$ cat config.mk
export PLATFORM = sky130hd
export DESIGN_NAME = shadow_pwm
export DESIGN_NICKNAME = d
export VERILOG_FILES = /design/src/rtl/shadow_pwm_pkg.sv /design/src/rtl/shadow_pwm_regs.sv /design/src/rtl/shadow_pwm_counter.sv /design/src/rtl/shadow_pwm_out.sv /design/src/rtl/shadow_pwm.sv
export SDC_FILE = /design/constraint.sdc
export NUM_CORES = 1
export LEC_CHECK = 0
export BUFFER_PORTS_ARGS = -buffer_cell sky130_fd_sc_hd__buf_2
export CAP_MARGIN = 15
export CORE_ASPECT_RATIO = 0.6
export CORE_MARGIN = 3
export CORE_UTILIZATION = 50
export CTS_CLUSTER_SIZE = 24
export DETAILED_ROUTE_END_ITERATION = 10
export GPL_ROUTABILITY_DRIVEN = 0
export PLACE_DENSITY = 0.67
export SYNTH_ARGS = -nofsm -noshare
export SYNTH_HDL_FRONTEND = slang
export SYNTH_HIERARCHICAL = 1
export SYNTH_SLANG_ARGS = --single-unit
export TNS_END_PERCENT = 5
$ cat constraint.sdc
create_clock -name clk -period 5 [get_ports clk]
set_input_delay 1 -clock clk [delete_from_list [all_inputs] [get_ports clk]]
set_output_delay 1 -clock clk [all_outputs]
set_load 0.03 [all_outputs]
$ cat src/rtl/shadow_pwm_pkg.sv
package shadow_pwm_pkg;

  // control word layout: bit 0 run, bit 1 waveform enable, bit 2 invert
  typedef struct packed {
    logic invert;
    logic pwm_en;
    logic run;
  } ctrl_t;

  localparam int CTRL_BITS = 3;

  // byte offsets of the 32-bit registers
  localparam int OFS_CTRL   = 'h00;
  localparam int OFS_PER    = 'h04;
  localparam int OFS_CMP    = 'h08;
  localparam int OFS_PER_SH = 'h0C;
  localparam int OFS_CMP_SH = 'h10;

endpackage

$ cat src/rtl/shadow_pwm_regs.sv
module shadow_pwm_regs
  import shadow_pwm_pkg::*;
#(
  parameter int CNT_W  = 32,
  parameter int ADDR_W = 6,
  parameter int DATA_W = 32
) (
  input  logic              clk,
  input  logic              rst,
  input  logic              wr_en,
  input  logic [ADDR_W-1:0] wr_addr,
  input  logic [DATA_W-1:0] wr_data,
  input  logic              wrap,
  output ctrl_t             ctrl,
  output logic [CNT_W-1:0]  act_per,
  output logic [CNT_W-1:0]  act_cmp
);

  localparam logic [ADDR_W-1:0] A_CTRL   = ADDR_W'(OFS_CTRL);
  localparam logic [ADDR_W-1:0] A_PER    = ADDR_W'(OFS_PER);
  localparam logic [ADDR_W-1:0] A_CMP    = ADDR_W'(OFS_CMP);
  localparam logic [ADDR_W-1:0] A_PER_SH = ADDR_W'(OFS_PER_SH);
  localparam logic [ADDR_W-1:0] A_CMP_SH = ADDR_W'(OFS_CMP_SH);

  logic [CNT_W-1:0] sh_per;
  logic [CNT_W-1:0] sh_cmp;
  logic             pending;
  logic             sh_wr;
  logic             act_wr;
  logic [CNT_W-1:0] wr_val;

  assign wr_val = wr_data[CNT_W-1:0];
  assign sh_wr  = wr_en && (wr_addr == A_PER_SH || wr_addr == A_CMP_SH);
  assign act_wr = wr_en && (wr_addr == A_PER || wr_addr == A_CMP);

  always_ff @(posedge clk) begin
    if (rst) begin
      ctrl    <= '0;
      act_per <= '0;
      act_cmp <= '0;
      sh_per  <= '0;
      sh_cmp  <= '0;
      pending <= 1'b0;
    end else begin
      if (wr_en) begin
        case (wr_addr)
          A_CTRL:   ctrl    <= ctrl_t'(wr_data[CTRL_BITS-1:0]);
          A_PER:    act_per <= wr_val;
          A_CMP:    act_cmp <= wr_val;
          A_PER_SH: sh_per  <= wr_val;
          A_CMP_SH: sh_cmp  <= wr_val;
          default:  ;
        endcase
      end
      // a transfer at the boundary wins over a same-cycle direct write
      if (wrap && pending) begin
        act_per <= sh_per;
        act_cmp <= sh_cmp;
      end
      // a held write in the boundary cycle keeps the flag for the next one
      if (sh_wr)
        pending <= 1'b1;
      else if (wrap)
        pending <= 1'b0;
    end
  end


  shadow_load_chk: assert property (@(posedge clk) disable iff (rst)
    (wrap && pending) |=> (act_per == $past(sh_per) && act_cmp == $past(sh_cmp)));


  no_stale_load_chk: assert property (@(posedge clk) disable iff (rst)
    (wrap && !pending && !act_wr) |=> ($stable(act_per) && $stable(act_cmp)));

endmodule

$ cat src/rtl/shadow_pwm_counter.sv
module shadow_pwm_counter #(
  parameter int CNT_W = 32
) (
  input  logic             clk,
  input  logic             rst,
  input  logic             run,
  input  logic [CNT_W-1:0] period,
  output logic [CNT_W-1:0] cnt,
  output logic             wrap
);

  // >= keeps the counter bounded if the period is lowered below it
  assign wrap = run && (cnt >= period);

  always_ff @(posedge clk) begin
    if (rst)
      cnt <= '0;
    else if (wrap)
      cnt <= '0;
    else if (run)
      cnt <= cnt + CNT_W'(1);
  end


  cnt_step_chk: assert property (@(posedge clk) disable iff (rst)
    (run && cnt < period) |=> (cnt == $past(cnt) + CNT_W'(1)));


  cnt_hold_chk: assert property (@(posedge clk) disable iff (rst)
    !run |=> (cnt == $past(cnt)));

endmodule

$ cat src/rtl/shadow_pwm_out.sv
module shadow_pwm_out #(
  parameter int CNT_W = 32
) (
  input  logic             clk,
  input  logic             rst,
  input  logic             pwm_en,
  input  logic             invert,
  input  logic [CNT_W-1:0] cnt,
  input  logic [CNT_W-1:0] cmp,
  output logic             pwm_o
);

  logic active_phase;

  assign active_phase = (cnt < cmp);

  always_ff @(posedge clk) begin
    if (rst)
      pwm_o <= 1'b0;
    else
      pwm_o <= pwm_en && (active_phase ^ invert);
  end


  pwm_off_low_chk: assert property (@(posedge clk) disable iff (rst)
    !pwm_en |=> !pwm_o);


  inv_full_low_chk: assert property (@(posedge clk) disable iff (rst)
    (pwm_en && invert && cnt < cmp) |=> !pwm_o);

endmodule

$ cat src/rtl/shadow_pwm.sv
module shadow_pwm
  import shadow_pwm_pkg::*;
#(
  parameter int CNT_W  = 32,
  parameter int ADDR_W = 6,
  parameter int DATA_W = 32
) (
  input  logic              clk,
  input  logic              rst,
  input  logic              wr_en,
  input  logic [ADDR_W-1:0] wr_addr,
  input  logic [DATA_W-1:0] wr_data,
  output logic              pwm_o
);

  ctrl_t            ctrl;
  logic [CNT_W-1:0] act_per;
  logic [CNT_W-1:0] act_cmp;
  logic [CNT_W-1:0] cnt;
  logic             wrap;

  shadow_pwm_regs #(.CNT_W(CNT_W), .ADDR_W(ADDR_W), .DATA_W(DATA_W)) u_regs (
    .clk     (clk),
    .rst     (rst),
    .wr_en   (wr_en),
    .wr_addr (wr_addr),
    .wr_data (wr_data),
    .wrap    (wrap),
    .ctrl    (ctrl),
    .act_per (act_per),
    .act_cmp (act_cmp)
  );

  shadow_pwm_counter #(.CNT_W(CNT_W)) u_cnt (
    .clk    (clk),
    .rst    (rst),
    .run    (ctrl.run),
    .period (act_per),
    .cnt    (cnt),
    .wrap   (wrap)
  );

  shadow_pwm_out #(.CNT_W(CNT_W)) u_out (
    .clk    (clk),
    .rst    (rst),
    .pwm_en (ctrl.pwm_en),
    .invert (ctrl.invert),
    .cnt    (cnt),
    .cmp    (act_cmp),
    .pwm_o  (pwm_o)
  );


  zero_cmp_low_chk: assert property (@(posedge clk) disable iff (rst)
    (ctrl.pwm_en && !ctrl.invert && act_cmp == '0) |=> !pwm_o);


  over_cmp_high_chk: assert property (@(posedge clk) disable iff (rst)
    (ctrl.pwm_en && !ctrl.invert && act_cmp > act_per && cnt <= act_per) |=> pwm_o);

endmodule

-- Word level (Yosys, flattened, before mapping)
Index checks and enable logic that the tools add are counted.
- $lt $le $gt $ge: 2
- reductions and logical operators: 16
- bitwise logic cells: 1
- equality and inequality tests: 4
- add/sub/neg operators: 1
- muxes and demuxes: 8
- operators by type and width (kind ; count):
    $mux W32 ; 6
    $add A32 B1 Y32 const B ; 1
    $ge A32 B32 Y1 ; 1
    $lt A32 B32 Y1 ; 1
    $eq A6 B4 Y1 const B ; 2
    $reduce_and A2 Y1 ; 5
    $reduce_bool A2 Y1 ; 4
    $eq A6 B3 Y1 const B ; 1
    $eq A6 B5 Y1 const B ; 1
    $logic_not A6 Y1 ; 1
    $logic_and A1 B1 Y1 ; 4
    $mux W1 ; 2
    $reduce_or A2 Y1 ; 1
    $logic_or A1 B1 Y1 ; 1
    $xor A1 B1 Y1 ; 1
- logic and storage cells: 42
- output and inout bits: 1
- input bits: 41
- bits in registers: 165

-- Depth between registers and ports, before layout
- depth after elaboration: 5
- depth in mapped cells: 13
- gate-level depth less buffers: 10

-- Cells and area by module
Netlist, hierarchy kept.
- by module, submodules not included (module ; instances ; cells each ; area each (sq um)):
    shadow_pwm_regs ; 1 ; 697 ; 5781.8
    shadow_pwm_counter ; 1 ; 272 ; 2413.6
    shadow_pwm_out ; 1 ; 113 ; 834.6

-- Worst setup path after synthesis
Ideal clock, no wire load.
- kind: register -> register
- start point: reg u_cnt.cnt[0]
- end point: reg u_regs.act_cmp[0]
- cell stages (with the launch flop): 14
- arrival time: 3051 ps
- clock period less this slack: 3142 ps
- setup slack: 1858 ps
- path through: dfxtp_1 > inv_1 > ha_1 > nand2b_4 > a2111o_1 > a32o_1 > o41ai_2 > a21boi_2 > buf_6 > nand2_1 > clkbuf_1 > clkbuf_1 > nor2_1 > a311oi_1
- longest elaborated chain between the ends: 5
- RTL lines (item ; line ; RTL):
    start: declaration ; shadow_pwm_counter.sv:8 ; output logic [CNT_W-1:0] cnt,
    start signal: assignment ; shadow_pwm_counter.sv:21 ; cnt <= cnt + CNT_W'(1);
    $ge A32 B32 Y1 * ; shadow_pwm_counter.sv:13 ; assign wrap = run && (cnt >= period);
    $logic_and A1 B1 Y1 * ; shadow_pwm_counter.sv:13 ;
    via wrap ; shadow_pwm.sv:20 ; logic wrap;
    $logic_and A1 B1 Y1 * ; shadow_pwm_regs.sv:56 ; if (wrap && pending) begin
    $reduce_bool A2 Y1 (no line) ; - ;
    $reduce_and A2 Y1 (no line) ; - ;
    end signal: assignment ; shadow_pwm_regs.sv:49 ; A_CMP: act_cmp <= wr_val;
    end signal: assignment ; shadow_pwm_regs.sv:58 ; act_cmp <= sh_cmp;
    end: declaration ; shadow_pwm_regs.sv:16 ; output logic [CNT_W-1:0] act_cmp
The timed path passes the listed nets; every way through them passes the cells marked *.
A chain may end at the register's enable or synchronous reset.

-- Worst setup path after layout
- start point: reg u_cnt.cnt[0]
- end point: reg u_regs.act_cmp[11]
Same word-level chain as after synthesis.

==> impl_results.md <==
- Vias: 8282
- Final number of max-transition violations: 0
- Number of max-cap violations: 0
- Reg2reg start: u_cnt/cnt[0]
- Most used DFF post-synth: dfxtp_1
- Cts hold-fix bufs: 0
- Fin area: 0.00979 mm²
- Leak: 3.51 nW
- Top Ports: 42
- Flop-to-flop setup slack: approximately 1.4 ns
- Post_cts resized: 0
- Fraction of registers with async set/reset: 0%
- Peak VDD IR: ~230 µV
- H-tree depth: 4
- Max clock buf depth: 2
- CP required: 5.33 ns
- Net Count, Synth: 1187
- Via density: 6.36
- Clock Tree Root: clkbuf_16
- Final Critical Period: 3.65 ns
- Commonest cells after routing, fill and taps aside: 165 x dfxtp_1, 119 x nand3_1, 96 x a21oi_1
- Commonest non-fill, non-tap cell in the layout: dfxtp_1
- DP Area: about 0.0092 mm²
- Nets: 1161
- Port Buffers: 41
- Synthesized instance count: between 1000 and 1500
- Area of the multi-input gates: a little over 0.005 mm²
- Grt ovf: 0
- Final Cycle Share: 73.0%
- Routed WL per cell: 20.2 µm
- Sequential cell area: 0.00330 mm²
- Seq cells post-synth: between 150 and 200
- Yosys warns: 6
- Core Region: 0.0174 mm²
- Post-DP HPWL: between 15000 and 20000 µm
- Peak Freq: roughly 0.27 GHz
- Detailed Route Iter0 Violations: 1142
- Worst Hold Class: register to register
- CP startpoint kind: register
- Power Density: approximately 290 mW/mm²
- Worst Path Arrival: 3.98 ns
- Residual DRC: 0
- Slew @ Worst Pin: 1.15 ns
- WHS Path Cells: 2
- Synth Area per Inst: 8.35 µm²
- Die boundary width: roughly 180 µm
- Netlist cell types: 53
- EDFF count, synth: 0
- Die area: around 0.020 mm²
- CTS buffer count: 17
- Final hold vios: 0
- DIE HEIGHT: between 100 and 150 µm
- DR pass1 iterations: 5
- Hold Path End: u_regs/sh_cmp[28]
- Clock transition at path regs: roughly 0.080 ns
- Sequential-to-total area share from yosys stat: a little over a third
- Number of global-route vias before repair: about 7000
- Total track usage: 26.4%
- Initial Utilization: 51.9%
- Share of layout cells above drive strength 1: about 13%
- Worst-skew pair later-pin latency: around 0.43 ns
- Final setup fails: 0
- # rows: 37
- Synthesized area: 0.00903 mm²
- R2R Path End: u_regs/act_cmp[11]
- Initial antenna violation count: 0
- Largest net degree at the start of global routing: between 70 and 80
- Worst Setup SP: u_cnt/cnt[0]
- Worst Setup Path Type: register to register
- ANT cells: 0
- Critical Path Fanout Max: 65
- Remaining antenna violation count: 0
- Slew headroom: 23.0%
- CP endpoint kind: register
- Global-route wire length before repair: 41700 µm
- Setup repair bufs after CTS: 0
- WL final: around 26000 µm
- Setup TNS: 0 ns
- RSZ-0062 raised after global routing: false
- P&R area growth vs syn: 8.45%
- Clock sinks: approximately 170
- CTS tree: built
- Worst Min Path Start: u_regs/sh_cmp[28]
- Number of fill cells: 1666
- R2R depth: 11
- Clock Skews: 0.0150 ns
- Status: completed
## logic make-up (layout without fill, tap and decap cells)
logic type,Yosys count,in the layout,synth area share (%)
simple gates,341,341,21.5
xor+xnor,29,29,2.81
buf+inv,166,153,8.16
compound gates,317,317,22.1
flops,165,165,36.6
fa+ha+maj,64,64,8.87
## stage by stage
| stage | hold slack (ns) | total power [mW] | setup WS (ns) | util [%] | std cells |
|---|---|---|---|---|---|
| finish | 0.473 | 2.82 | 1.35 | 56.3 | 1303 |
| CTS | 0.473 | 2.82 | 1.38 | 56.3 | 1303 |
| floorplan | 0.424 | 1.44 | 1.86 | - | 1082 |
| detailed placement | 0.462 | 1.50 | 1.46 | 52.9 | 1271 |
| global route | 0.492 | 2.90 | 1.11 | 56.3 | 1303 |
| global placement | 0.459 | 1.50 | 1.55 | 52.9 | 1271 |
## layout make-up
| class | count | share of cell area, % |
|---|---|---|
| inverter | 66 | 2.53 |
| clock buffer | 18 | 4.38 |
| sequential | 165 | 33.7 |
| multi-input combinational | 751 | 51.3 |
| tap | 234 | 2.99 |
| timing repair buffer | 55 | 3.36 |
| clock inverter | 14 | 1.67 |
## worst max-delay path, cell delays in order (launching register included)
cell	delay, ns
dfxtp_1	0.44
inv_1	0.10
ha_1	0.31
nand2b_4	0.14
a2111o_1	0.39
a32o_1	0.26
o41ai_2	0.52
a21boi_4	0.13
nand2_4	0.55
buf_12	0.35
nor2_1	0.09
a311oi_1	0.25
## synth_stat cells (2+ instances only)
master / instances / area share, %
clkbuf_2: 3 / 0.17
or3b_1: 2 / 0.19
nor3_1: 6 / 0.33
buf_2: 19 / 1.1
nor2b_1: 2 / 0.14
o21ai_0: 76 / 4.2
and2_1: 4 / 0.28
a21o_1: 4 / 0.33
a221o_1: 2 / 0.22
xnor2_1: 4 / 0.39
o21ai_1: 31 / 1.7
nand2b_1: 7 / 0.48
dfxtp_1: 165 / 37
clkbuf_1: 62 / 2.6
buf_1: 3 / 0.12
nand3_1: 119 / 6.6
inv_1: 66 / 2.7
a2111o_1: 2 / 0.25
a311oi_1: 64 / 6.2
buf_4: 3 / 0.25
o31ai_1: 32 / 2.7
nor2_1: 73 / 3.0
and4_1: 4 / 0.39
buf_6: 10 / 1.2
or3_1: 2 / 0.14
nand2_1: 19 / 0.79
nand4_1: 56 / 3.9
nor3_2: 30 / 3.3
and3_1: 5 / 0.35
xor2_1: 25 / 2.4
or4b_1: 2 / 0.22
ha_1: 64 / 8.9
a21oi_1: 96 / 5.3
## report_power, final
part	internal (mW)	switching (mW)	total [mW]	leakage (nW)
clock	0.715	0.628	1.34	0.289
combinational	0.0320	0.121	0.153	1.89
sequential	1.32	0.00276	1.32	1.33
## worst max-delay path by stage
stage                    endpoint  cells past startpoint
6_report       u_regs/act_cmp[11]                     11
2_1_floorplan   u_regs/act_cmp[0]                     13
4_1_cts         u_regs/act_per[6]                     11
3_3_place_gp   u_regs/act_cmp[10]                     11
3_5_place_dp    u_regs/act_per[6]                     11
5_1_grt        u_regs/act_cmp[14]                     11
## state kept, by name, summed over array words and instances (netlist names)
signal,flops
u_regs/pending,1
u_regs/sh_cmp,32
u_out/pwm_o,1
u_cnt/cnt,32
u_regs/act_cmp,32
u_regs/ctrl,3
u_regs/act_per,32
u_regs/sh_per,32
## metal layers
layer	up-vias	wire length, µm	global-route usage (%)
met4	0	110	4.69
met1	3936	13600	44.3
met3	10	2720	5.90
li1	3936	-	-
met2	400	9930	32.8
met5	-	0	0
No activity file was read; power rests on OpenSTA's default activity.
